**src/rtl/cf_pkg.sv**
```systemverilog
package cf_pkg;
  typedef enum logic [1:0] {TS_T1 = 2'd0, TS_T2 = 2'd1, TS_T3 = 2'd2, TS_T4 = 2'd3} tstate_e;

  localparam int DATA_W = 8;
  localparam int CODE_W = 6;
  localparam int LINE_W = 3;
  localparam int ADDR_W = 16;

  // pattern ROM address: I-register bits on top, code in the middle, line at the bottom
  function automatic logic [ADDR_W-1:0] pat_addr(
    input logic [ADDR_W-CODE_W-LINE_W-1:0] ihi,
    input logic [CODE_W-1:0]               code,
    input logic [LINE_W-1:0]               line);
    return {ihi, code, line};
  endfunction

  // one pixel of a pattern, index 0 being the first shown (MSB)
  function automatic logic pix_of(input logic [DATA_W-1:0] pat, input logic inv, input int idx);
    return pat[DATA_W-1-idx] ^ inv;
  endfunction
endpackage

```
**src/rtl/cf_phase_gen.sv**
```systemverilog
module cf_phase_gen #(
  parameter int PH_PER_T = 4
) (
  input  logic clk,
  input  logic rst_n,
  output logic cpu_clk_o,
  output logic rise_evt_o,
  output logic fall_evt_o
);
  localparam int PH_W = (PH_PER_T > 1) ? $clog2(PH_PER_T) : 1;
  localparam int HALF = PH_PER_T / 2;

  logic [PH_W-1:0] ph_q;

  always_ff @(posedge clk or negedge rst_n) begin
    if (!rst_n) ph_q <= '0;
    else if (ph_q == PH_W'(PH_PER_T - 1)) ph_q <= '0;
    else ph_q <= ph_q + 1'b1;
  end

  assign cpu_clk_o  = (ph_q < PH_W'(HALF));
  assign rise_evt_o = (ph_q == '0);
  assign fall_evt_o = (ph_q == PH_W'(HALF));

  AST_CLK_LOW_THEN_HIGH: assert property (@(posedge clk) disable iff (!rst_n)
    (fall_evt_o && PH_PER_T == 4) |=> (!cpu_clk_o ##1 (cpu_clk_o && rise_evt_o)));
endmodule

```
**src/rtl/cf_fetch_latch.sv**
```systemverilog
module cf_fetch_latch #(
  parameter int DATA_W = 8,
  parameter int CODE_W = 6
) (
  input  logic              clk,
  input  logic              rst_n,
  input  logic              cap_evt_i,
  input  logic              load_evt_i,
  input  logic              keep_i,
  input  logic              disp_en_i,
  input  logic              m1_i,
  input  logic [DATA_W-1:0] data_i,
  output logic [CODE_W-1:0] code_o,
  output logic              inv_o,
  output logic              pend_o,
  output logic              bus_zero_o
);
  logic [CODE_W-1:0] code_q;
  logic              inv_q, pend_q, hold_q;

  // bits between the code field and the invert bit carry no meaning
  logic unused_mid;
  assign unused_mid = ^data_i[DATA_W-2:CODE_W];

  always_ff @(posedge clk or negedge rst_n) begin
    if (!rst_n) begin
      code_q <= '0;
      inv_q  <= 1'b0;
      pend_q <= 1'b0;
      hold_q <= 1'b0;
    end else begin
      if (cap_evt_i) begin
        code_q <= data_i[CODE_W-1:0];
        inv_q  <= data_i[DATA_W-1];
        pend_q <= 1'b1;
      end else if (load_evt_i) begin
        pend_q <= 1'b0;
      end
      if (cap_evt_i) hold_q <= 1'b1;
      else           hold_q <= hold_q && keep_i && disp_en_i && m1_i;
    end
  end

  assign code_o     = code_q;
  assign inv_o      = inv_q;
  assign pend_o     = pend_q;
  assign bus_zero_o = hold_q;

  AST_ZERO_AFTER_CAPTURE: assert property (@(posedge clk) disable iff (!rst_n)
    cap_evt_i |=> bus_zero_o);
  AST_ZERO_NEEDS_DISPLAY: assert property (@(posedge clk) disable iff (!rst_n)
    $rose(bus_zero_o) |-> $past(disp_en_i && m1_i));
endmodule

```
**src/rtl/cf_line_ctr.sv**
```systemverilog
module cf_line_ctr #(
  parameter int LINES = 8
) (
  input  logic                       clk,
  input  logic                       rst_n,
  input  logic                       adv_i,
  input  logic                       clr_i,
  output logic [$clog2(LINES)-1:0]   line_o
);
  localparam int LW = $clog2(LINES);
  logic [LW-1:0] line_q;

  always_ff @(posedge clk or negedge rst_n) begin
    if (!rst_n) line_q <= '0;
    else if (clr_i) line_q <= '0;
    else if (adv_i) line_q <= (line_q == LW'(LINES - 1)) ? '0 : line_q + 1'b1;
  end

  assign line_o = line_q;

  AST_LINE_WRAP: assert property (@(posedge clk) disable iff (!rst_n)
    (adv_i && !clr_i && line_q == LW'(LINES - 1)) |=> (line_o == '0));
  AST_LINE_CLEAR: assert property (@(posedge clk) disable iff (!rst_n)
    clr_i |=> (line_o == '0));
endmodule

```
**src/rtl/cf_pixel_shifter.sv**
```systemverilog
module cf_pixel_shifter #(
  parameter int   DATA_W   = 8,
  parameter int   PIX_DIV  = 2,
  parameter logic BG_LEVEL = 1'b0
) (
  input  logic              clk,
  input  logic              rst_n,
  input  logic              load_i,
  input  logic [DATA_W-1:0] pat_i,
  input  logic              inv_i,
  output logic              video_o
);
  localparam int DIV_W = (PIX_DIV > 1) ? $clog2(PIX_DIV) : 1;
  localparam int CNT_W = $clog2(DATA_W + 1);

  logic [DATA_W-1:0] sh_q;
  logic [CNT_W-1:0]  cnt_q;
  logic [DIV_W-1:0]  div_q;
  logic              pinv_q;
  logic              pix_step;

  assign pix_step = (div_q == DIV_W'(PIX_DIV - 1));

  always_ff @(posedge clk or negedge rst_n) begin
    if (!rst_n) begin
      sh_q   <= '0;
      cnt_q  <= '0;
      div_q  <= '0;
      pinv_q <= 1'b0;
    end else if (load_i) begin
      sh_q   <= pat_i;
      cnt_q  <= CNT_W'(DATA_W);
      div_q  <= '0;
      pinv_q <= inv_i;
    end else if (cnt_q != '0) begin
      if (pix_step) begin
        div_q <= '0;
        sh_q  <= {sh_q[DATA_W-2:0], 1'b0};
        cnt_q <= cnt_q - 1'b1;
      end else begin
        div_q <= div_q + 1'b1;
      end
    end
  end

  assign video_o = (cnt_q != '0) ? (sh_q[DATA_W-1] ^ pinv_q) : BG_LEVEL;

  AST_FIRST_PIXEL: assert property (@(posedge clk) disable iff (!rst_n)
    load_i |=> (video_o == ($past(pat_i[DATA_W-1]) ^ $past(inv_i))));
  AST_PIXEL_COUNT: assert property (@(posedge clk) disable iff (!rst_n)
    load_i |=> (cnt_q == CNT_W'(DATA_W)));
endmodule

```
**src/rtl/charfetch_video.sv**
```systemverilog
module charfetch_video #(
  parameter int   DATA_W      = cf_pkg::DATA_W,
  parameter int   CODE_W      = cf_pkg::CODE_W,
  parameter int   LINE_W      = cf_pkg::LINE_W,
  parameter int   ADDR_W      = cf_pkg::ADDR_W,
  parameter int   PH_PER_T    = 4,
  parameter int   PIX_DIV     = 2,
  parameter bit   CAP_ON_FALL = 1'b1,
  parameter logic BG_LEVEL    = 1'b0
) (
  input  logic                              clk,
  input  logic                              rst_n,
  input  logic [1:0]                        tstate_i,
  input  logic                              m1_i,
  input  logic                              disp_en_i,
  input  logic [DATA_W-1:0]                 data_i,
  input  logic [ADDR_W-CODE_W-LINE_W-1:0]   ireg_i,
  input  logic [DATA_W-1:0]                 rom_data_i,
  input  logic                              line_adv_i,
  input  logic                              frame_start_i,
  output logic                              cpu_clk_o,
  output logic                              bus_zero_o,
  output logic [DATA_W-1:0]                 bus_q_o,
  output logic [ADDR_W-1:0]                 rom_addr_o,
  output logic                              rom_addr_vld_o,
  output logic                              video_o
);
  import cf_pkg::*;

  localparam int LINES = 1 << LINE_W;

  // named internal events, shared by the logic and the assertions
  logic              rise_evt, fall_evt, cap_edge, cap_evt, load_evt, keep_zero;
  logic              in_t2, in_t3, in_t4;
  logic [CODE_W-1:0] code;
  logic              inv, pend;
  logic [LINE_W-1:0] line;

  assign in_t2 = (tstate_i == TS_T2);
  assign in_t3 = (tstate_i == TS_T3);
  assign in_t4 = (tstate_i == TS_T4);

  cf_phase_gen #(.PH_PER_T(PH_PER_T)) u_phase (
    .clk(clk), .rst_n(rst_n), .cpu_clk_o(cpu_clk_o),
    .rise_evt_o(rise_evt), .fall_evt_o(fall_evt));

  assign cap_edge  = CAP_ON_FALL ? fall_evt : rise_evt;
  assign cap_evt   = disp_en_i && m1_i && in_t2 && cap_edge;
  assign keep_zero = in_t2 || in_t3;
  assign load_evt  = pend && in_t4 && fall_evt;

  cf_fetch_latch #(.DATA_W(DATA_W), .CODE_W(CODE_W)) u_latch (
    .clk(clk), .rst_n(rst_n), .cap_evt_i(cap_evt), .load_evt_i(load_evt),
    .keep_i(keep_zero), .disp_en_i(disp_en_i), .m1_i(m1_i), .data_i(data_i),
    .code_o(code), .inv_o(inv), .pend_o(pend), .bus_zero_o(bus_zero_o));

  cf_line_ctr #(.LINES(LINES)) u_line (
    .clk(clk), .rst_n(rst_n), .adv_i(line_adv_i), .clr_i(frame_start_i),
    .line_o(line));

  cf_pixel_shifter #(.DATA_W(DATA_W), .PIX_DIV(PIX_DIV), .BG_LEVEL(BG_LEVEL)) u_shift (
    .clk(clk), .rst_n(rst_n), .load_i(load_evt), .pat_i(rom_data_i),
    .inv_i(inv), .video_o(video_o));

  assign bus_q_o        = bus_zero_o ? '0 : data_i;
  assign rom_addr_o     = pat_addr(ireg_i, code, line);
  assign rom_addr_vld_o = pend && (in_t3 || in_t4);

  AST_CODE_STABLE_IN_REFRESH: assert property (@(posedge clk) disable iff (!rst_n)
    (rom_addr_vld_o && $past(rom_addr_vld_o)) |-> $stable(rom_addr_o[LINE_W+CODE_W-1:LINE_W]));
  AST_LOAD_CPU_LOW: assert property (@(posedge clk) disable iff (!rst_n)
    load_evt |-> (!cpu_clk_o && !bus_zero_o));
endmodule

```
**config.mk**
```make
export PLATFORM = sky130hd
export DESIGN_NAME = charfetch_video
export DESIGN_NICKNAME = d
export VERILOG_FILES = /design/src/rtl/cf_pkg.sv /design/src/rtl/cf_phase_gen.sv /design/src/rtl/cf_fetch_latch.sv /design/src/rtl/cf_line_ctr.sv /design/src/rtl/cf_pixel_shifter.sv /design/src/rtl/charfetch_video.sv
export SDC_FILE = /design/constraint.sdc
export NUM_CORES = 1
export LEC_CHECK = 0
export CAP_MARGIN = 10
export CORE_MARGIN = 10
export CORE_UTILIZATION = 47
export CTS_BUF_LIST = sky130_fd_sc_hd__clkbuf_2 sky130_fd_sc_hd__clkbuf_4 sky130_fd_sc_hd__clkbuf_8
export CTS_CLUSTER_SIZE = 30
export DETAILED_ROUTE_END_ITERATION = 7
export GPL_ROUTABILITY_DRIVEN = 1
export PLACE_DENSITY_LB_ADDON = 0.25
export SETUP_SLACK_MARGIN = 0.05
export SYNTH_ARGS = -nofsm -noshare
export SYNTH_HDL_FRONTEND = slang
export SYNTH_SLANG_ARGS = --single-unit
```
**constraint.sdc**
```tcl
create_clock -name clk -period 3 [get_ports clk]
set_input_delay 0.6 -clock clk [delete_from_list [all_inputs] [get_ports clk]]
set_output_delay 0.6 -clock clk [all_outputs]
set_load 0.05 [all_outputs]
```
Word-level counts from Yosys, hierarchy flattened:

Cells that the tools add are included.

* output and inout bits: 28
* logic and storage cells: 57
* register bits after elaboration: 28

* add/subtract/negate cells: 4
* reduce and logical (&&, ||, !) cells: 17
* mux-type cells: 18
* bitwise operators: 1
* $lt $le $gt $ge: 1
* equal/unequal tests: 6

Operator list (number)
* 2-to-1 mux 8 bit: 4
* 2-to-1 mux 4 bit: 3
* logical AND 1 bit: 9
* 2-to-1 mux 3 bit: 3
* equality test 2 bit (second input constant): 4
* nonzero test 2 bit: 4
* 2-to-1 mux 1 bit: 7
* nonzero test 4 bit: 1
* subtractor 4 x 1 -> 4 bit (second input constant): 1
* adder 3 x 1 -> 3 bit (second input constant): 1
* equality test 3 bit (second input constant): 1
* adder 2 x 1 -> 2 bit (second input constant): 1
* equality test 2 x 1 -> 1 bit (second input constant): 1
* logical OR 1 bit: 2
* < comparator 2 bit (second input constant): 1
* 2-to-1 mux 2 bit: 1
* AND reduction 2 bit: 1
* adder 1 bit (second input constant): 1
* XOR 1 bit: 1

Longest topological paths before layout:

Gate-level depths: netlist (run 1).

* word-level depth: 6
* mapped depth: 6
* mapped depth without buffers: 5

Hierarchy:

A second synthesis (run 1) with hierarchy kept.

* cells, all modules: 138
* area, all modules: 1485.2 um^2

Modules (own cells, without submodules)
* cf_pixel_shifter: area each 695.7 um^2, seq. area each 350.3 um^2, instances 1, cells each 74
* cf_fetch_latch: area each 365.4 um^2, seq. area each 225.2 um^2, instances 1, cells each 20
* charfetch_video: area each 173.9 um^2, seq. area each 0.0 um^2, instances 1, cells each 24
* cf_line_ctr: area each 151.4 um^2, seq. area each 75.1 um^2, instances 1, cells each 12
* cf_phase_gen: area each 98.8 um^2, seq. area each 50.0 um^2, instances 1, cells each 8

Worst setup path before layout (run 1):

Ideal clock, no wire load.

* path type: reg-to-output
* start: register u_shift.cnt_q[0]
* end: output video_o
* required time: 2.400 ns
* cell stages (with the launch flop): 5
* path buffers: 0
* arrival time: 1.447 ns
* slack: 0.953 ns
* cells stage by stage: dfrtp_1 -> inv_1 -> ha_1 -> nor3b_2 -> nor2_1

* word-level cells in the longest chain between the ends: 2

RTL lines
* from (decl): line cf_pixel_shifter.sv:17 `logic [CNT_W-1:0] cnt_q;`
* from (signal assigned): line cf_pixel_shifter.sv:32 `cnt_q <= CNT_W'(DATA_W);`
* from (signal assigned): line cf_pixel_shifter.sv:39 `cnt_q <= cnt_q - 1'b1;`
* nonzero test 4 bit: line cf_pixel_shifter.sv:46 `assign video_o = (cnt_q != '0) ? (sh_q[DATA_W-1] ^ pinv_q) : BG_LEVEL;`
* 2-to-1 mux 1 bit: line cf_pixel_shifter.sv:46
* to (decl): line charfetch_video.sv:26 `output logic video_o`

Every way passes these cells.

Final worst setup path (run 1):

Ends and elaborated chain as after synthesis.

==> results of run 1 <==
power by group through the flow:
| stage | registers [W] | clock network [W] | logic (W) |
|---|---|---|---|
| finish | 0.000560 | 0.000248 | 0.000417 |
| global route | 0.000577 | 0.000271 | 0.000461 |
| CTS | 0.000557 | 0.000253 | 0.000419 |
| detailed placement | 0.000565 | 0 | 0.000415 |
| global placement | 0.000557 | 0 | 0.000404 |
| floorplan | 0.000577 | 0 | 0.000278 |
per-stage QoR:
step           total power, W  hold WS (ns)  area, µm²  util [%]  cells
2_1_floorplan        0.000855         0.304       1420         -    140
3_3_place_gp         0.000961         0.435       1830      64.6    206
3_5_place_dp         0.000980         0.454       1830      64.6    206
4_1_cts               0.00123         0.474       1880      66.5    210
5_1_grt               0.00131         0.502       1880      66.5    210
6_report              0.00122         0.469       1880      66.5    210
worst max path at each step:
stage	slack, ns	cells past startpoint	from	end
floorplan	0.95	4	u_shift.cnt_q[0]$_DFFE_PN0P_	video_o
global placement	0.39	3	data_i[3]	bus_q_o[3]
detailed placement	0.35	3	data_i[0]	bus_q_o[0]
CTS	0.30	5	u_shift.cnt_q[0]$_DFFE_PN0P_	video_o
global route	0.20	5	u_shift.cnt_q[0]$_DFFE_PN0P_	video_o
finish	0.30	5	u_shift.cnt_q[0]$_DFFE_PN0P_	video_o
cells in the mapped netlist, drive strengths merged:
master | n | area, µm²
dfrtp | 28 | 701
o21a | 1 | 7.51
nor3b | 2 | 20.0
and3 | 2 | 12.5
nor2 | 15 | 56.3
nor3 | 2 | 10.0
o211ai | 1 | 7.51
nand3 | 2 | 10.0
nand4b | 1 | 8.76
nor2b | 8 | 50.1
xor2 | 1 | 8.76
or3b | 1 | 11.3
xnor2 | 1 | 8.76
clkbuf | 2 | 7.51
ha | 8 | 100
inv | 9 | 33.8
a31oi | 8 | 50.1
nand2 | 8 | 30.0
o21ai | 10 | 50.1
nand4 | 1 | 6.26
a21oi | 10 | 50.1
mux2i | 2 | 20.0
buf | 9 | 68.8
mux2 | 7 | 78.8
a211oi | 1 | 7.51
critical path, delay by kind of cell, from the launching register on:
kind / cells / cell delay [ns]
flops: 1 / 0.41
fa+ha+maj: 1 / 0.22
simple gates: 2 / 0.27
buf+inv: 2 / 0.87
area by class of cell:
cell class / count / area [µm²] / area share [%]
Timing Repair Buffer: 46 / 450 / 24.0
Tap cell: 31 / 38.8 / 2.06
Multi-Input combinational cell: 92 / 604 / 32.1
Inverter: 9 / 33.8 / 1.80
Clock buffer: 3 / 22.5 / 1.20
Clock inverter: 1 / 30.0 / 1.60
Sequential cell: 28 / 701 / 37.3
cell usage in the layout, fill, tap and decap left out, drive strengths merged:
master	synthesis	routed
clkdlybuf4s50	0	42
and3	2	2
nor3b	2	2
clkbuf	2	3
xor2	1	1
xnor2	1	1
dfrtp	28	28
bufinv	0	1
mux2i	2	2
nand4	1	1
a31oi	8	8
nand4b	1	1
mux2	7	7
o21ai	10	10
ha	8	8
nor3	2	2
a211oi	1	1
nor2	15	15
inv	9	9
o21a	1	1
nor2b	8	8
o211ai	1	1
buf	9	4
a21oi	10	10
nand2	8	8
or3b	1	1
nand3	2	2
registers in the layout, indices dropped and copies added (netlist names):
name,cells
u_latch.bus_zero_o,1
u_latch.code_o,6
u_latch.inv_o,1
u_latch.pend_o,1
u_line.line_o,3
u_phase.ph_q,2
u_shift.cnt_q,4
u_shift.div_q,1
u_shift.pinv_q,1
u_shift.sh_q,8
logic make-up after synthesis:
| kind of cell | after synthesis |
|---|---|
| buf+inv | 20 |
| compound gates | 31 |
| mux | 9 |
| flops | 28 |
| fa+ha+maj | 8 |
| simple gates | 42 |
| xor+xnor | 2 |
layer usage:
layer	track usage (%)	vias up	share of wire, %
met4	5.25	0	1.4
met5	0	-	0
met3	5.39	10	9.4
li1	-	549	-
met2	21.0	38	50
met1	14.5	561	40
==> metrics.yaml, run 1 <==
maxCapViolCount: 0
switching_share_pct: 36.1
clockPowerShare_pct: 20.2
avgViaCountPerCell: 5.51
hold-path-endpoint: "u_phase.ph_q[0]$_DFF_PN0_"
post_cts_resized: 0
holdCritStartpoint: "u_phase.ph_q[0]$_DFF_PN0_"
hpwl_um: 2530
synth_cell_types: 28
timing.rr.end: "u_shift.cnt_q[3]$_DFFE_PN0P_"
wl_per_cell_um: 15.9
p_comb_share_pct: 34.0
max_stage_delay_ns: 0.80
critPathRequiredTime_ns: 2.40
fmax_mhz: 371
synth-adder-area-share_pct: 7.07
diodes: 0
rsz0062_at_grt: "false"
cts_tree: "done"
r2r_cells: 5
cts_buffer_depth: 2
tightest_slew_ns: 0.522
arrival_ns: 2.10
r2r_slack_ns: 1.41
cp_max_fo: 3
synth_nets: 179
finalSetupViolCount: 0
rr_startpoint: "u_shift.cnt_q[0]$_DFFE_PN0P_"
synth_compound_area_share_pct: 12.2
synthToLayoutAreaGrowth_pct: 32.9
intPower_w: 0.000783
powerDensity_nw_per_um2: 651
grt_overflow: 0
synth_top_family_by_area: "simple AND/OR/NAND/NOR gates"
yosys.area_share.simple_pct: 15.2
drtAntennaViolNets: 0
cts_made_buffers: 3
p_sw_w: 0.000442
timing.final.crit_share_pct: 89.9
port_buffers: 44
synthXorXnorAreaFrac_pct: 1.24
ctsHoldBuffers: 0
cpMaxStageDelayCell: "clkdlybuf4s50_1"
finalSetupTns_ns: 0
hold_viol: 0
p_leak_nw: 0.880
grt_pass1_vias: 1255
ir_drop_uv: 271
crit_path_end_kind: "output port"
p_seq_share_pct: 45.7
crit_type: "reg -> out"
vias: 1158
ys_ff_latch: 28
drc: 0
hold_path_depth: 1
layout_setup_ws_ns: 0.304
skew_ns: 0.0113
hold_path_class: "reg -> reg"
netlist_area_um2: 1420
drt_pre_antenna_iters: 4
ios: 59
clk_pin_slew_ns: 0.14
antenna_found_initial: 0
period_needed_ns: 2.70
wirelength_um: 3340
grt_max_degree: 29
ys_seq_area_share_pct: 49.5
coreArea_um2: 2830
die_w_um: 74.9
drtIter0Drc: 84
synthCells: 140
grt_pass1_wl_um: 5750
clk_root_buffer_cell: "clkbuf_4"
slew_violations: 0
h-tree-depth: 1
cts_sinks: 28
cp_cell_sequence: "inv_1 -> ha_1 -> nor3b_2 -> nor2_1 -> clkdlybuf4s50_1"
die_h_um: 74.9
nNetsFinal: 219
place_ws_ns: 0.354
synth.mux.area_fraction_pct: 6.98
layout-drive-gt1-share_pct: 9.50
start_util_pct: 50.0
status: "finished clean"
post-cts-setup-buffers: 0
syn_avg_cell_area_um2: 10.1
synth_warnings: 0
slew_headroom_pct: 65.1
clock_latency_ns: 0.33
track_usage_pct: 12.8
rows: 19
globalplace.congestion: 0.737
critPathLaunchType: "flop"
fillers: 230
die_area_um2: 5610
No activity file was read; power rests on OpenSTA's default activity.
==> run 2, diff against run 1 <==
--- a/config.mk
+++ b/config.mk
@@ -6,7 +6,6 @@
 export NUM_CORES = 1
 export LEC_CHECK = 0
 export CAP_MARGIN = 10
-export CORE_MARGIN = 10
 export CORE_UTILIZATION = 47
 export CTS_BUF_LIST = sky130_fd_sc_hd__clkbuf_2 sky130_fd_sc_hd__clkbuf_4 sky130_fd_sc_hd__clkbuf_8
 export CTS_CLUSTER_SIZE = 30
==> run 2 against run 1 <==
The run now ends with design-rule violations left. Register-to-register slack better by 0.03 ns. Clock-buffer cell count is the same. Largest cell class unchanged. Critical endpoint unchanged. Clock skew shrank 0.0098 ns. Die area fell by 42%.
==> metrics.yaml, run 2 (synthesis gave the netlist of run 1 again) <==
vias: 1130  # -2.4%
arrival_ns: 2.07  # -0.03 ns
start_util_pct: 50.4  # +0.42 points
grt_max_degree: 29  # unchanged
layout-drive-gt1-share_pct: 8.99  # -0.51 points
crit_path_end_kind: "output port"
post-route-util_pct: 66.0  # -0.51 points
rr_startpoint: "u_phase.ph_q[0]$_DFF_PN0_"
cp_max_fo: 3  # unchanged
ctsHoldBuffers: 0  # unchanged
regArea_um2: 701  # unchanged
multi_input_area_um2: 604  # unchanged
clk_root_buffer_cell: "clkbuf_4"
cts_made_buffers: 3  # unchanged
layoutNonFillerInstCount: 209  # -0.48%
post-cts-setup-buffers: 0  # unchanged
finalSetupViolCount: 0  # unchanged
die_h_um: 56.9  # -24%
h-tree-depth: 1  # unchanged
grt_pass1_vias: 1254  # -0.080%
die_area_um2: 3230  # -42%
final_cell_area_um2: 1850  # -1.6%
timing.final.crit_share_pct: 88.9  # -0.98 points
placed_cell_area_um2: 1830  # unchanged
port_buffers: 44  # unchanged
critPathLaunchType: "flop"
tightest_slew_ns: 0.517  # -0.00562 ns
fillers: 233  # +1.3%
globalplace.congestion: 0.732  # -0.65%
top_register: "u_shift.sh_q"
violations: "design-rule violations"
layout_setup_ws_ns: 0.334  # +0.0294 ns
hold_path_depth: 1  # unchanged
clock_latency_ns: 0.32  # about the same
crit_type: "reg -> out"
place_ws_ns: 0.372  # +0.0184 ns
drtAntennaViolNets: 0  # unchanged
coreArea_um2: 2810  # -0.84%
rsz0062_at_grt: "false"
fmax_mhz: 375  # +1.1%
cts_tree: "done"
hold_path_class: "reg -> reg"
slew_violations: 0  # unchanged
wl_per_cell_um: 14.6  # -8.6%
synthToLayoutAreaGrowth_pct: 30.8
placedCellCount: 206  # unchanged
status: "finished with violations"
drc: 6  # +6
drtIter0Drc: 34  # -60%
drt_pre_antenna_iters: 6  # +2
slew_headroom_pct: 65.5  # +0.38 points
clk_pin_slew_ns: 0.14  # about the same
layout_common_cells: "clkdlybuf4s50_1, dfrtp_1, nor2_1, a21oi_1, o21ai_0"
skew_ns: 0.00152  # -0.00981 ns
avgViaCountPerCell: 5.41  # -2.0%
critPathLaunch: "u_shift.cnt_q[0]$_DFFE_PN0P_"
antenna_found_initial: 0  # unchanged
powerDensity_nw_per_um2: 608  # -6.6%
post_cts_resized: 0  # unchanged
nNetsFinal: 219  # unchanged
grt_overflow: 0  # unchanged
layout.cells.most_common: "clkdlybuf4s50_1"
hold_viol: 0  # unchanged
r2r_slack_ns: 1.44  # +0.03 ns
ios: 59  # unchanged
rows: 19  # unchanged
wirelength_um: 3040  # -9.0%
track_usage_pct: 20.7  # +7.9 points
diodes: 0  # unchanged
timing.rr.end: "u_latch.inv_o$_DFFE_PN0P_"
largest_reg_flops: 8  # unchanged
finalSetupTns_ns: 0  # unchanged
grt_pass1_wl_um: 5150  # -10%
maxCapViolCount: 0  # unchanged
critPathRequiredTime_ns: 2.40  # about the same
r2r_cells: 4  # -1
hpwl_um: 2260  # -11%
cts_buffer_depth: 2  # unchanged
period_needed_ns: 2.67  # -0.0294 ns
p_leak_nw: 0.866  # -1.6%
cp-endpoint: "video_o"
ir_drop_uv: 254  # -6.0%
cts_sinks: 28  # unchanged
die_w_um: 56.9  # -24%
==> run 2: through the flow <==
step | total power (W) | hold WS, ns
floorplan | 0.000855 | 0.304
global placement | 0.000959 | 0.435
detailed placement | 0.000980 | 0.453
CTS | 0.00113 | 0.470
global route | 0.00119 | 0.507
finish | 0.00113 | 0.465
==> run 2: where the power goes <==
group | switching, W | internal [W]
Combinational | 0.000238 | 0.000179
Sequential | 0.0000866 | 0.000469
Clock | 0.000106 | 0.0000471
Total | 0.000431 | 0.000695
==> run 2: worst min path at each step <==
stage	startpoint	to	slack (ns)
after global routing	u_phase.ph_q[0]$_DFF_PN0_	u_phase.ph_q[0]$_DFF_PN0_	0.51
after global placement	u_phase.ph_q[0]$_DFF_PN0_	u_phase.ph_q[0]$_DFF_PN0_	0.44
after floorplan	rst_n	u_latch.bus_zero_o$_DFF_PN0_	0.30
after detailed placement	u_phase.ph_q[0]$_DFF_PN0_	u_phase.ph_q[0]$_DFF_PN0_	0.45
final	u_phase.ph_q[0]$_DFF_PN0_	u_phase.ph_q[0]$_DFF_PN0_	0.47
after CTS	u_phase.ph_q[0]$_DFF_PN0_	u_phase.ph_q[0]$_DFF_PN0_	0.47
==> run 2: per-layer routing <==
| layer | up-vias | share of wire [%] | GRT usage [%] |
|---|---|---|---|
| met1 | 526 | 39 | 22.1 |
| met3 | 10 | 6.4 | 3.46 |
| met2 | 43 | 52 | 38.8 |
| met4 | 0 | 2.2 | 10.5 |
| li1 | 551 | - | - |
| met5 | - | 0 | 0 |
==> run 2: final cells by class <==
| class | instances | area share (%) |
|---|---|---|
| clock buffers | 3 | 1.22 |
| inverters | 9 | 1.83 |
| multi-input cells | 92 | 32.7 |
| flip-flops and latches | 28 | 37.9 |
| well taps | 31 | 2.10 |
| repair buffers | 46 | 24.3 |
==> run 2: worst max-delay path, stage by stage (launching register included) <==
cell and delay [ns]:
dfrtp_1 0.39, inv_1 0.06, ha_1 0.22, nor3b_2 0.17, nor2_1 0.10, clkdlybuf4s50_1 0.80
